===== config.mk =====
export PLATFORM = sky130hd
export DESIGN_NAME = ipc_presenter
export DESIGN_NICKNAME = d
export VERILOG_FILES = /design/src/rtl/ipc_pkg.sv /design/src/rtl/ipc_op_decode.sv /design/src/rtl/ipc_next.sv /design/src/rtl/ipc_pulse_reg.sv /design/src/rtl/ipc_presenter.sv
export SDC_FILE = /design/constraint.sdc
export NUM_CORES = 1
export LEC_CHECK = 0
export BUFFER_PORTS_ARGS = -buffer_cell sky130_fd_sc_hd__buf_4
export CAP_MARGIN = 20
export CORE_ASPECT_RATIO = 0.6
export CORE_MARGIN = 2
export CORE_UTILIZATION = 54
export DETAILED_ROUTE_END_ITERATION = 7
export GPL_TIMING_DRIVEN = 1
export PLACE_DENSITY = 0.82
export RECOVER_POWER = 50
export SKIP_LAST_GASP = 1
export SLEW_MARGIN = 40
export SYNTH_ARGS = -nofsm -noshare
export SYNTH_HDL_FRONTEND = slang
export SYNTH_SLANG_ARGS = --single-unit

===== constraint.sdc =====
create_clock -name clk_i -period 3.4 [get_ports clk_i]
set_clock_uncertainty 0.05 [all_clocks]
set_input_delay 0.34 -clock clk_i [delete_from_list [all_inputs] [get_ports clk_i]]
set_output_delay 0.34 -clock clk_i [all_outputs]
set_load 0.005 [all_outputs]

===== src/rtl/ipc_pkg.sv =====
package ipc_pkg;
  localparam int unsigned PRI_W  = 8;
  localparam int unsigned ID_W   = 24;
  localparam int unsigned WORD_W = PRI_W + ID_W;
  localparam logic [PRI_W-1:0] PRI_NONE = '1;

  typedef struct packed {
    logic [PRI_W-1:0] cppr;
    logic [PRI_W-1:0] mfrr;
    logic [PRI_W-1:0] pri;
    logic [ID_W-1:0]  id;
    logic             nr;
  } ipc_state_t;

  typedef enum logic [2:0] {
    OP_NONE, OP_ACC, OP_EOI, OP_CPPR, OP_MFRR, OP_PRES
  } ipc_op_e;
endpackage


===== src/rtl/ipc_op_decode.sv =====
module ipc_op_decode
  import ipc_pkg::*;
(
  input  logic    acc_i,
  input  logic    eoi_we_i,
  input  logic    cppr_we_i,
  input  logic    mfrr_we_i,
  input  logic    pres_valid_i,
  output ipc_op_e op_o
);
  // fixed priority if strobes collide
  always_comb begin
    if (acc_i)             op_o = OP_ACC;
    else if (eoi_we_i)     op_o = OP_EOI;
    else if (cppr_we_i)    op_o = OP_CPPR;
    else if (mfrr_we_i)    op_o = OP_MFRR;
    else if (pres_valid_i) op_o = OP_PRES;
    else                   op_o = OP_NONE;
  end
endmodule


===== src/rtl/ipc_next.sv =====
module ipc_next
  import ipc_pkg::*;
#(
  parameter logic [ID_W-1:0] IPI_ID = 24'd2
) (
  input  ipc_state_t        cur_i,
  input  ipc_op_e           op_i,
  input  logic [PRI_W-1:0]  cppr_i,
  input  logic [PRI_W-1:0]  mfrr_i,
  input  logic [WORD_W-1:0] eoi_word_i,
  input  logic              lvl_active_i,
  input  logic [ID_W-1:0]   pres_id_i,
  input  logic [PRI_W-1:0]  pres_pri_i,
  output ipc_state_t        nxt_o,
  output logic              rej_o,
  output logic [ID_W-1:0]   rej_id_o,
  output logic              rs_o,
  output logic              eoi_o,
  output logic [ID_W-1:0]   eoi_id_o
);
  logic [PRI_W-1:0] dn_cppr;
  logic [ID_W-1:0]  eoi_src;
  logic             dn_ipi;
  logic             rej_raw;
  logic [ID_W-1:0]  rej_raw_id;

  assign eoi_src = eoi_word_i[ID_W-1:0];
  assign dn_cppr = (op_i == OP_EOI) ? eoi_word_i[WORD_W-1:ID_W] : cppr_i;
  // IPI takes the slot when lowering priority if it beats the new level
  assign dn_ipi  = (cur_i.mfrr < dn_cppr) && (cur_i.mfrr <= cur_i.pri);

  always_comb begin
    nxt_o      = cur_i;
    rej_raw    = 1'b0;
    rej_raw_id = '0;
    rs_o       = 1'b0;
    eoi_o      = 1'b0;
    eoi_id_o   = '0;
    unique case (op_i)
      OP_ACC: begin
        if (cur_i.id != '0) begin
          nxt_o.cppr = cur_i.pri;
          nxt_o.pri  = PRI_NONE;
          nxt_o.id   = '0;
        end
      end
      OP_CPPR: begin
        if (cppr_i > cur_i.cppr) begin
          nxt_o.cppr = dn_cppr;
          if (dn_ipi) begin
            nxt_o.pri = cur_i.mfrr;
            nxt_o.id  = IPI_ID;
          end
          rs_o     = cur_i.nr;
          nxt_o.nr = 1'b0;
        end else if (cppr_i < cur_i.cppr) begin
          nxt_o.cppr = cppr_i;
          if (cppr_i <= cur_i.pri) begin
            rej_raw    = 1'b1;
            rej_raw_id = cur_i.id;
            nxt_o.id   = '0;
            nxt_o.pri  = PRI_NONE;
          end
        end
      end
      OP_MFRR: begin
        nxt_o.mfrr = mfrr_i;
        if (mfrr_i < cur_i.cppr) begin
          if (mfrr_i <= cur_i.pri) begin
            rej_raw    = 1'b1;
            rej_raw_id = cur_i.id;
          end
          nxt_o.pri = mfrr_i;
          nxt_o.id  = IPI_ID;
        end
        if ((mfrr_i > cur_i.mfrr) && (mfrr_i > cur_i.cppr)) begin
          rs_o     = cur_i.nr;
          nxt_o.nr = 1'b0;
        end
      end
      OP_EOI: begin
        nxt_o.cppr = dn_cppr;
        if (dn_ipi) begin
          nxt_o.pri = cur_i.mfrr;
          nxt_o.id  = IPI_ID;
        end
        rs_o     = cur_i.nr;
        nxt_o.nr = 1'b0;
        if ((eoi_src != IPI_ID) && (eoi_src != '0)) begin
          eoi_o    = 1'b1;
          eoi_id_o = eoi_src;
        end
        if (lvl_active_i) begin
          rej_raw    = 1'b1;
          rej_raw_id = eoi_src;
        end
      end
      OP_PRES: begin
        if ((pres_pri_i < cur_i.cppr) && (pres_pri_i < cur_i.pri)) begin
          rej_raw    = 1'b1;
          rej_raw_id = cur_i.id;
          nxt_o.pri  = pres_pri_i;
          nxt_o.id   = pres_id_i;
        end else begin
          rej_raw    = 1'b1;
          rej_raw_id = pres_id_i;
          nxt_o.nr   = 1'b1;
        end
      end
      default: ;
    endcase
  end

  assign rej_o    = rej_raw && (rej_raw_id != '0) && (rej_raw_id != IPI_ID);
  assign rej_id_o = rej_o ? rej_raw_id : '0;
endmodule


===== src/rtl/ipc_pulse_reg.sv =====
module ipc_pulse_reg
  import ipc_pkg::*;
(
  input  logic            clk_i,
  input  logic            rst_ni,
  input  logic            rej_i,
  input  logic [ID_W-1:0] rej_id_i,
  input  logic            rs_i,
  input  logic            eoi_i,
  input  logic [ID_W-1:0] eoi_id_i,
  output logic            rej_o,
  output logic [ID_W-1:0] rej_id_o,
  output logic            rs_o,
  output logic            eoi_o,
  output logic [ID_W-1:0] eoi_id_o
);
  always_ff @(posedge clk_i or negedge rst_ni) begin
    if (!rst_ni) begin
      rej_o    <= 1'b0;
      rej_id_o <= '0;
      rs_o     <= 1'b0;
      eoi_o    <= 1'b0;
      eoi_id_o <= '0;
    end else begin
      rej_o    <= rej_i;
      rej_id_o <= rej_id_i;
      rs_o     <= rs_i;
      eoi_o    <= eoi_i;
      eoi_id_o <= eoi_id_i;
    end
  end
endmodule


===== src/rtl/ipc_presenter.sv =====
module ipc_presenter
  import ipc_pkg::*;
#(
  parameter logic [ID_W-1:0] IPI_ID = 24'd2
) (
  input  logic              clk_i,
  input  logic              rst_ni,
  input  logic              acc_i,
  output logic [WORD_W-1:0] acc_word_o,
  input  logic              cppr_we_i,
  input  logic [PRI_W-1:0]  cppr_i,
  input  logic              mfrr_we_i,
  input  logic [PRI_W-1:0]  mfrr_i,
  input  logic              eoi_we_i,
  input  logic [WORD_W-1:0] eoi_word_i,
  input  logic              lvl_active_i,
  input  logic              pres_valid_i,
  input  logic [ID_W-1:0]   pres_id_i,
  input  logic [PRI_W-1:0]  pres_pri_i,
  output logic              irq_o,
  output logic              reject_o,
  output logic [ID_W-1:0]   reject_id_o,
  output logic              resend_o,
  output logic              eoi_o,
  output logic [ID_W-1:0]   eoi_id_o
);
  ipc_state_t      st_q, st_d;
  ipc_op_e         op;
  logic            rej_c, rs_c, eoi_c;
  logic [ID_W-1:0] rej_id_c, eoi_id_c;

  ipc_op_decode u_dec (
    .acc_i        (acc_i),
    .eoi_we_i     (eoi_we_i),
    .cppr_we_i    (cppr_we_i),
    .mfrr_we_i    (mfrr_we_i),
    .pres_valid_i (pres_valid_i),
    .op_o         (op)
  );

  ipc_next #(.IPI_ID(IPI_ID)) u_next (
    .cur_i        (st_q),
    .op_i         (op),
    .cppr_i       (cppr_i),
    .mfrr_i       (mfrr_i),
    .eoi_word_i   (eoi_word_i),
    .lvl_active_i (lvl_active_i),
    .pres_id_i    (pres_id_i),
    .pres_pri_i   (pres_pri_i),
    .nxt_o        (st_d),
    .rej_o        (rej_c),
    .rej_id_o     (rej_id_c),
    .rs_o         (rs_c),
    .eoi_o        (eoi_c),
    .eoi_id_o     (eoi_id_c)
  );

  always_ff @(posedge clk_i or negedge rst_ni) begin
    if (!rst_ni) begin
      st_q.cppr <= '0;
      st_q.mfrr <= PRI_NONE;
      st_q.pri  <= PRI_NONE;
      st_q.id   <= '0;
      st_q.nr   <= 1'b0;
    end else begin
      st_q <= st_d;
    end
  end

  ipc_pulse_reg u_pulse (
    .clk_i    (clk_i),
    .rst_ni   (rst_ni),
    .rej_i    (rej_c),
    .rej_id_i (rej_id_c),
    .rs_i     (rs_c),
    .eoi_i    (eoi_c),
    .eoi_id_i (eoi_id_c),
    .rej_o    (reject_o),
    .rej_id_o (reject_id_o),
    .rs_o     (resend_o),
    .eoi_o    (eoi_o),
    .eoi_id_o (eoi_id_o)
  );

  assign irq_o      = (st_q.id != '0) && (st_q.pri < st_q.cppr);
  assign acc_word_o = {st_q.cppr, st_q.id};
endmodule


# Yosys cells after proc, flatten, opt, wreduce, memory -nomap -nowiden
# Cells that the tools add are included.
# totals
in_bits,88
register_bits,100
output_inout_bits,84
# classes
magnitude_cmp,12
n_eq_ne,15
muxes,45
n_reduce_logical,16
# op_table
operator,n
2-to-1 mux 24 bit,10
2-to-1 mux 32 bit,7
case mux 32 bit (5 select lines),1
case mux 24 bit (4 select lines),1
nonzero test 24 bit,3
less-than comparator 8 bit,6
inequality test 24 x 2 -> 1 bit (second input constant),2
2-to-1 mux 8 bit,4
greater-than comparator 8 bit,3
<= comparator 8 bit,3
case mux 8 bit (3 select lines),1
2-to-1 mux 3 bit,5
2-to-1 mux 1 bit,13
inequality test 2 x 1 -> 1 bit (second input constant),4
case mux 1 bit (4 select lines),2
logical AND 1 bit,7
== test 3 x 2 -> 1 bit (second input constant),2
== test 3 bit (second input constant),2
inequality test 3 x 1 -> 1 bit (second input constant),2
AND reduction 6 bit,1
nonzero test 5 bit,1
inequality test 2 bit (second input constant),2
AND reduction 4 bit,1
nonzero test 4 bit,1
4 further kinds,4

# Depth between registers and ports, before layout
# Gate-level depths: netlist of run 1.
# depth
word_depth,12
mapped_depth,13
mapped_depth_nobuf,9

# Hierarchy
# Synthesis of run 1 repeated with hierarchy kept, for this count alone.
# unflattened
cells_unflattened,720
area_unflattened_um2,6845.3
# modules_own_cells
module,cells_per_inst,area_per_inst_um2,instances
ipc_next,547,3788.6,1
ipc_presenter,115,1742.9,1
ipc_pulse_reg,51,1276.2,1
ipc_op_decode,7,37.5,1

# Worst setup path after synthesis of run 1
# Ideal clock, no wire load.
# synth_timing
path_type,input -> register
startpoint,in eoi_we_i
endpoint,"reg st_q, in the netlist acc_word_o[10]"
cell_stages,13
arrival_time_ps,2819
setup_ps,121
slack_ps,410
path_buffers,4
cell_sequence,nor2b_1 buf_2 clkbuf_1 mux2i_1 ha_1 a21oi_1 nor2_1 a211oi_1 and3_1 buf_2 o21ai_1 clkbuf_1 a22o_1
# synth_between
elab_chain_len,9
elab_cells_between_ends,20
# synth_lines
element,line,rtl
from (decl),ipc_presenter.sv:14,"input logic eoi_we_i,"
2-to-1 mux 3 bit (*),ipc_op_decode.sv:14,else if (eoi_we_i) op_o = OP_EOI;
2-to-1 mux 3 bit (*),ipc_op_decode.sv:13,if (acc_i) op_o = OP_ACC;
== test 3 x 2 -> 1 bit,"ipc_next.sv:28, ipc_next.sv:39",
2-to-1 mux 8 bit,ipc_next.sv:28,assign dn_cppr = (op_i == OP_EOI) ? eoi_word_i[WORD_W-1:ID_W] : cppr_i;
less-than comparator 8 bit,ipc_next.sv:30,assign dn_ipi = (cur_i.mfrr < dn_cppr) && (cur_i.mfrr <= cur_i.pri);
logical AND 1 bit,ipc_next.sv:30,
2-to-1 mux 32 bit (2 in a row),-,
case mux 32 bit (5 select lines),ipc_next.sv:39,unique case (op_i)
to (signal assigned),ipc_presenter.sv:66,st_q <= st_d;
to (decl),ipc_presenter.sv:27,"ipc_state_t st_q, st_d;"
# Every way passes the cells marked *; elsewhere a longest branch is shown, timed or not.
# A chain may end at the register's enable or synchronous reset.

# Worst setup path in the final report of run 1
# layout_timing
startpoint,"reg st_q, in the netlist acc_word_o[29]"
endpoint,"reg st_q, in the netlist acc_word_o[8]"
# layout_between
elab_chain_len,4
elab_cells_between_ends,12
# layout_lines
element,line,rtl
less-than comparator 8 bit,ipc_next.sv:99,if ((pres_pri_i < cur_i.cppr) && (pres_pri_i < cur_i.pri)) begin
logical AND 1 bit,ipc_next.sv:99,
inequality test 2 x 1 -> 1 bit (no source line),-,
AND reduction 6 bit (no source line),-,
# Several ways; a longest one is shown, not always the timed one.

==> results of run 1 <==
-- flip-flops by register name (all words and copies together) (netlist names) --
signal	cells
u_pulse.eoi_id_o	24
u_pulse.rej_id_o	24
u_pulse.rs_o	1
u_pulse.rej_o	1
u_pulse.eoi_o	1
st_q	17
acc_word_o	32
-- metal layers --
layer | part of all wire, % | up-vias | track usage [%]
met3 | 13 | 26 | 9.639
met5 | 0 | - | 0
met1 | 46 | 3020 | 52.88
met4 | 0.96 | 0 | 6.328
met2 | 41 | 428 | 48.31
li1 | - | 2757 | -
-- final timing paths --
| check | from | end | slack, ps | cells past startpoint |
|---|---|---|---|---|
| worst max-delay path | acc_word_o[29] | acc_word_o[8] | 300 | 11 |
| worst min-delay path | eoi_word_i[1] | u_pulse.eoi_id_o[1] | 160 | 2 |
| worst max register to register | acc_word_o[29] | acc_word_o[8] | 300 | 11 |
| worst min register to register | st_q[0] | st_q[0] | 430 | 1 |
| max in group asynchronous | rst_ni | st_q[27] | 1150 | 3 |
| min in group asynchronous | rst_ni | u_pulse.rej_id_o[20] | 1020 | 2 |
-- stage by stage --
step / utilization, % / setup WS [ps]
global placement: 66.93 / 379.0
finish: 69.11 / 295.2
CTS: 69.60 / 144.0
detailed placement: 66.96 / 183.8
global route: 69.11 / 99.40
floorplan: - / 410.2
-- Yosys cell counts, types with 8 or more instances --
cell,instances,area (um2)
buf_4,32,240.2
clkbuf_1,22,82.58
a32oi_1,24,210.2
ha_1,76,950.9
a22oi_1,8,60.06
o21ai_0,42,210.2
inv_1,27,101.4
dfrtp_1,84,2102
nand4_1,14,87.58
a22o_1,24,210.2
a221oi_1,9,78.83
dfstp_2,16,420.4
a21oi_1,23,115.1
and2_1,25,156.4
nor2b_1,9,56.30
nor4_1,19,118.9
nor2_1,37,138.9
nand2_1,92,345.3
-- report_power, final --
| group | switching (mW) | total, mW | internal (mW) |
|---|---|---|---|
| logic | 1.35 | 2.30 | 0.955 |
| clock network | 0.516 | 1.03 | 0.518 |
| registers | 0.210 | 1.62 | 1.41 |
-- cell type report --
cell class                      instances  area share [%]
Multi-Input combinational cell        493           43.66
Sequential cell                       100           31.78
Timing Repair Buffer                  188           17.07
Clock buffer                            9           2.837
Tap cell                              160           2.522
Inverter                               27           1.277
Clock inverter                          7          0.8512
-- worst max-delay path: stages (launching register included) --
cell       delay, ps
dfrtp_1          390
inv_1            190
ha_1             290
a211oi_1         230
o21bai_1         160
a2111oi_2        500
o221ai_1         220
and4bb_1         240
buf_4            190
o21ai_1           90
buf_4            290
a22o_1           200
-- logic make-up after synthesis --
family	Yosys count	synth area share [%]
buffers and inverters	89	7.461
adder cells (fa/ha/maj)	76	14.73
AND/OR/NAND/NOR	226	16.92
AO/OA/AOI/OAI	183	20.56
multiplexers	8	1.260
flip-flops	100	39.07
-- repair_timing --
item                                   CTS  global route
hold buffers                             1             0
endpoints found under the hold margin   54             0
gates resized for setup                  0             1
setup endpoints to repair                0            23
==> flow_summary.toml, run 1 <==
[floorplanning]
initial_utilization_pct = 56.21
dieArea_um2 = 12880
chipWidth_um = 145.2
die_h_um = 88.70
rows = 30
fp.coreArea_um2 = 11490
ios = 172

[sta]
worst_pin_slew_ps = 1878
finalCritPeriodShare_pct = 91.32
relSlewSlack_pct = -25.21
slew_viol_final = 118
setup_viol = 0
finalSetupTns_ps = 0
hold_ws_ps = 164.4
min_period_ps = 3105
hold_violations = 0
rsz0062_at_grt = "no"
clock.fmax_mhz = 322.1

[clocking]
cts_buffer_depth = 2
cts_sinks = 100
post-cts-setup-buffers = 0
htree_levels = 3
cts_tree = "done"
clkTransAtPathRegs_ps = 70
clk_latency_ps = 360
root_buffer = "clkbuf_16"
cts_buffers = 9

[power]
ir_drop_mv = 0.3361
p_leak_nw = 3.977
p_per_area_nw_per_um2 = 624.6
fin_total_pwr_mw = 4.958

[critical_path]
crit_type = "flop to flop"
crit_required_ps = 3640
cp-end-kind = "flop"
cp_max_fo = 23
critPathLaunchType = "flop"
arrival_ps = 3340

[detailed_routing]
drc = 0
wl_per_cell_um = 22.63
detail-route-antenna-nets = 0
dr.pass1.iters = 7
routed_wl_um = 22270
vias_per_cell = 6.332
drtIter0Drc = 679
vias = 6231

[synth]
synth_fp_nets = 846
synth_area_um2 = 6456
yosysSeqAreaShare_pct = 39.07
synthDistinctLibCells = 55
synth_top_flop_cell = "dfrtp_1"
avgSynthCellArea_um2 = 9.467
async_flop_share_pct = 100.0
yosysWarnings = 0
synth_edf_count = 0
syn_inst = 682
synth-seq-cells = 100

[global_route]
grt_max_degree = 75
grt-ovfl-total = 0
grt_pass1_vias = 5895
grt_pass1_wl_um = 33430
grt.total_usage_pct = 34.34
antenna_found_initial = 0

[layout]
area_growth_pct = 22.95
design_area_um2 = 7938
regArea_um2 = 2522
layout_commonest_cell = "buf_4"
diodes = 0
stdcell_count = 984
finalNetCount = 983
multiInputGateArea_um2 = 3466
nFillCells = 933
mostFrequentLayoutCells = "buf_4 (128), nand2_1 (92), dfrtp_1 (84), ha_1 (76), clkbuf_4 (43)"
drive_gt1_share_pct = 25.97

[run]
drv_cap = 2

[worst_hold_path]
hold_path.class = "primary input to flop"

[place]
place_area_um2 = 7691
placement.io_buffers = 171
dp.cells = 967
place_congestion = 0.9874
hpwl_um = 17700

[run_status]
violations = "capacitance limit, slew limit"
run_status = "finished, violations left"
Power figures use the tool's default switching activity.
==> run 2, diff against run 1 <==
- CORE_UTILIZATION: 54 -> 34
- PLACE_DENSITY: 0.82 -> not set
==> flow_summary.toml, run 2 (synthesis results as in run 1) <==
[floorplanning]
fp.coreArea_um2 = 18350
rows = 38
dieArea_um2 = 20140
initial_utilization_pct = 35.18
chipWidth_um = 181.9
ios = 172
die_h_um = 110.7

[sta]
fin_ws_ps = 114.5
clock.fmax_mhz = 304.4
finalCritPeriodShare_pct = 96.63
worst_pin_slew_ps = 1842
hold_violations = 0
setup_viol = 0
slew_viol_final = 102
relSlewSlack_pct = -22.79
rsz0062_at_grt = "yes"
min_period_ps = 3286

[global_route]
antenna_found_initial = 0
grt_pass1_vias = 5567
grt-ovfl-total = 0
grt_pass1_wl_um = 35630
grt.total_usage_pct = 23.49
grt_max_degree = 61

[critical_path]
cp_max_fo = 4
max_stage_delay_ps = 420
crit_start = "acc_word_o[25]"
worst_path_max_delay_cell = "a221oi_1"
crit_required_ps = 3010
cp-end-kind = "primary output"
crit_type = "flop to primary output"
crit_top_cell = "a21o_1"
arrival_ps = 2900
worstPathCellList = "inv_1, ha_1, a21o_1, a21o_1, a211oi_2, o21bai_1, a21o_1, a221oi_1, buf_4"
r2r-start = "st_q[32]"
cp_top_family = "compound AO/OA/AOI/OAI gates"
path_buf_inv = 2
critPathLaunchType = "flop"

[power]
switching_share_pct = 42.82
power_frac_clock_pct = 21.4
comb_power_share_pct = 46.7
p_per_area_nw_per_um2 = 624.0
p_switching_mw = 2.141
seqPwrFrac_pct = 31.9
ir_drop_mv = 0.2886
p_int_mw = 2.859
p_leak_nw = 3.928

[layout]
drive_gt1_share_pct = 24.51
finalNetCount = 983
largest_reg_flops = 32
area_growth_pct = 24.11
multiInputGateArea_um2 = 3482
layout_commonest_cell = "buf_4"
mostFrequentLayoutCells = "buf_4 (114), nand2_1 (92), dfrtp_1 (84), ha_1 (76), clkbuf_4 (43)"
diodes = 0
nFillCells = 1855
stdcell_count = 1064
regArea_um2 = 2522

[run_status]
run_status = "finished, violations left"
violations = "capacitance limit, slew limit"

[place]
dp.cells = 1047
placement.io_buffers = 171
hpwl_um = 18600
place_congestion = 0.9686
pre_cts_ws_ps = 240.3

[clocking]
clkTransAtPathRegs_ps = 80
root_buffer = "clkbuf_16"
cts_tree = "done"
cts_buffers = 9
clk_latency_ps = 350
cts_sinks = 100
cts_buffer_depth = 2
htree_levels = 3

[worst_hold_path]
hold_start = "mfrr_i[0]"
hold_path.class = "primary input to flop"

[detailed_routing]
routed_wl_um = 23800
drc = 0
dr.pass1.iters = 5
wl_per_cell_um = 22.37
vias = 5938
drtIter0Drc = 566
vias_per_cell = 5.581
detail-route-antenna-nets = 0

[run]
drv_cap = 2
[run 2: final timing paths]
kind | endpoint | slack [ps] | cells after the start
worst min register to register | st_q[0] | 420 | 1
worst max-delay path | irq_o | 110 | 9
worst min-delay path | st_q[33] | 170 | 3
worst max register to register | st_q[26] | 300 | 9
max in group asynchronous | st_q[32] | 1290 | 3
min in group asynchronous | acc_word_o[27] | 850 | 2
[run 2: what timing repair did]
action                                  CTS  global route
hold buffers                              0             1
setup buffers                             0             0
endpoints found under the setup margin    0            24
resized for setup                         0             2
hold endpoints to repair                  0            58
[run 2: worst min-delay path, delay by kind of cell]
kind | cells | cell delay [ps]
AND/OR/NAND/NOR | 1 | 30
AO/OA/AOI/OAI | 1 | 70
buffers and inverters | 1 | 80
[run 2: per-stage QoR]
step | hold slack, ps | util (%) | instance area, um2 | setup TNS [ps] | power (mW)
finish | 172.0 | 43.66 | 8013 | 0 | 5.000
global route | 164.8 | 43.66 | 8013 | -490.7 | 5.351
CTS | 45.08 | 44.16 | 8104 | 0 | 4.991
detailed placement | 407.9 | 42.50 | 7800 | 0 | 3.904
global placement | 402.8 | 42.45 | 7791 | 0 | 3.885
floorplan | -5.591 | - | 6456 | 0 | 3.012
[run 2: per-layer routing]
layer	GRT usage, %	share of wire (%)	wire length (um)
met1	39.48	52	12360
met2	28.89	36	8638
met3	6.833	11	2645
met4	2.634	0.68	162
met5	0	0	0
[run 2: power groups by stage]
stage / Combinational [mW] / Clock [mW] / Sequential (mW)
final: 2.34 / 1.07 / 1.59
after detailed placement: 2.29 / 0 / 1.61
after CTS: 2.31 / 1.09 / 1.59
after global placement: 2.28 / 0 / 1.60
after floorplan: 1.48 / 0 / 1.53
after global routing: 2.59 / 1.14 / 1.62
[run 2: cell type report]
cell class / instances / share of cell area [%]
timing repair buffer: 188 / 16.26
multi-input combinational: 493 / 43.46
tap: 240 / 3.748
sequential: 100 / 31.48
clock inverter: 6 / 0.8120
inverter: 27 / 1.265
clock buffer: 10 / 2.983
==> run 3, diff against run 2 <==
- CORE_ASPECT_RATIO: 0.6 -> 1.75
==> flow_summary.toml, run 3 (synthesis results as in run 1) <==
[place]
hpwl_um = 18390
placement.io_buffers = 171
place_congestion = 0.9522
place_area_um2 = 7845

[global_route]
grt_pass1_vias = 6115
grt_pass1_wl_um = 33820
grt-ovfl-total = 0
grt.total_usage_pct = 22.69
grt_max_degree = 54
antenna_found_initial = 0

[detailed_routing]
dr.pass1.iters = 5
drtIter0Drc = 332
wl_per_cell_um = 21.47
routed_wl_um = 22840
vias = 6002
detail-route-antenna-nets = 0
drc = 0
vias_per_cell = 5.641

[critical_path]
crit_required_ps = 3010
crit_top_cell = "a21o_1"
critPathLaunchType = "flop"
worst_path_max_delay_cell = "a211oi_1"
arrival_ps = 2910
cp-end-kind = "primary output"
worstPathCellList = "inv_1, ha_1, a21o_1, a21o_1, a211oi_1, o21bai_1, a21o_1, a221oi_1, buf_4"
cp_max_fo = 4
crit_type = "flop to primary output"
max_stage_delay_ps = 490

[power]
ir_drop_mv = 0.2008
power_frac_clock_pct = 19.6
p_int_mw = 2.852
switching_share_pct = 40.93
p_leak_nw = 3.945
p_switching_mw = 1.976
p_per_area_nw_per_um2 = 602.2
seqPwrFrac_pct = 32.6
comb_power_share_pct = 47.8

[clocking]
cts_hold_buf = 1
clk_latency_ps = 350
root_buffer = "clkbuf_16"
cts_buffers = 9
cts_tree = "done"
clkTransAtPathRegs_ps = 70
cts_resized = 0
cts_sinks = 100
post-cts-setup-buffers = 0
htree_levels = 3
cts_buffer_depth = 2

[floorplanning]
rows = 66
die_h_um = 186.3
initial_utilization_pct = 34.75
fp.coreArea_um2 = 18580
dieArea_um2 = 20150
chipWidth_um = 108.2
ios = 172

[worst_hold_path]
hold_path.class = "primary input to flop"

[layout]
area_growth_pct = 24.19
largest_reg_flops = 32
layout_commonest_cell = "buf_4"
nFillCells = 1841
drive_gt1_share_pct = 24.94
design_area_um2 = 8018
mostFrequentLayoutCells = "buf_4 (108), nand2_1 (92), dfrtp_1 (84), ha_1 (76), clkbuf_4 (55)"
diodes = 0
finalNetCount = 987

[sta]
slew_viol_final = 44
finalSetupTns_ps = 0
rsz0062_at_grt = "no"
hold_violations = 0
worst_pin_slew_ps = 1961
setup_viol = 0
min_period_ps = 3301
clock.fmax_mhz = 303.0
finalCritPeriodShare_pct = 97.08
relSlewSlack_pct = -30.71

[run]
drv_cap = 1

[run_status]
violations = "capacitance limit, slew limit"
run_status = "finished, violations left"
-- run 3: cell count changes in the layout (fill, tap and decap cells not counted), moves of 2 or more --
cell,before,now
clkbuf_4,43,55
buf_4,114,108
and2_0,9,6
and2_1,15,18
clkbuf_1,29,26
buf_12,0,2
clkinv_2,0,2
inv_8,2,0
-- run 3: metal layers --
| layer | vias to the layer above | wire (um) | global-route usage, % |
|---|---|---|---|
| met3 | 65 | 1165 | 3.554 |
| met4 | 0 | 1400 | 14.51 |
| met2 | 275 | 12490 | 43.12 |
| li1 | 2760 | - | - |
| met5 | - | 0 | 0 |
| met1 | 2902 | 7789 | 22.36 |
-- run 3: path summary, 6_finish.rpt --
kind | from | to | slack (ps) | cells past startpoint
max | acc_word_o[25] | irq_o | 100 | 9
min | eoi_word_i[6] | u_pulse.eoi_id_o[6] | 170 | 2
max reg2reg | acc_word_o[26] | acc_word_o[22] | 410 | 11
min reg2reg | st_q[0] | st_q[0] | 430 | 1
max in group asynchronous | rst_ni | st_q[32] | 1430 | 3
min in group asynchronous | rst_ni | u_pulse.eoi_id_o[22] | 780 | 2
-- run 3: cell type report --
type	count	area [um2]	share of cell area, %
clock buffers	10	229.0	2.856
clock inverters	4	27.53	0.3433
inverters	27	101.3	1.264
multi-input cells	493	3467	43.24
flip-flops and latches	100	2522	31.46
well taps	238	297.8	3.714
repair buffers	192	1373	17.12
-- run 3: power groups by stage --
| stage | Sequential, mW | Combinational [mW] | Clock, mW |
|---|---|---|---|
| after floorplan | 1.53 | 1.48 | 0 |
| after global placement | 1.59 | 2.32 | 0 |
| after detailed placement | 1.59 | 2.34 | 0 |
| after CTS | 1.57 | 2.36 | 0.985 |
| after global routing | 1.59 | 2.57 | 1.03 |
| final | 1.57 | 2.31 | 0.946 |
-- run 3: through the flow --
stage	cells	utilization, %	hold slack (ps)	setup slack [ps]	total power [mW]
finish	1064	43.15	175.0	99.27	4.828
global route	1064	43.15	166.3	115.3	5.184
CTS	1064	43.66	160.7	152.7	4.911
detailed placement	1049	42.22	361.9	394.9	3.937
global placement	1049	42.22	357.4	304.2	3.905
floorplan	682	-	-5.591	410.2	3.012
-- run 3: critical path, delay by kind of cell, from the launching register on --
kind,cells,cell delay [ps]
AOI/OAI and AO/OA,6,1560
buffers and inverters,2,350
adders and majority gates,1,260
DFF,1,390
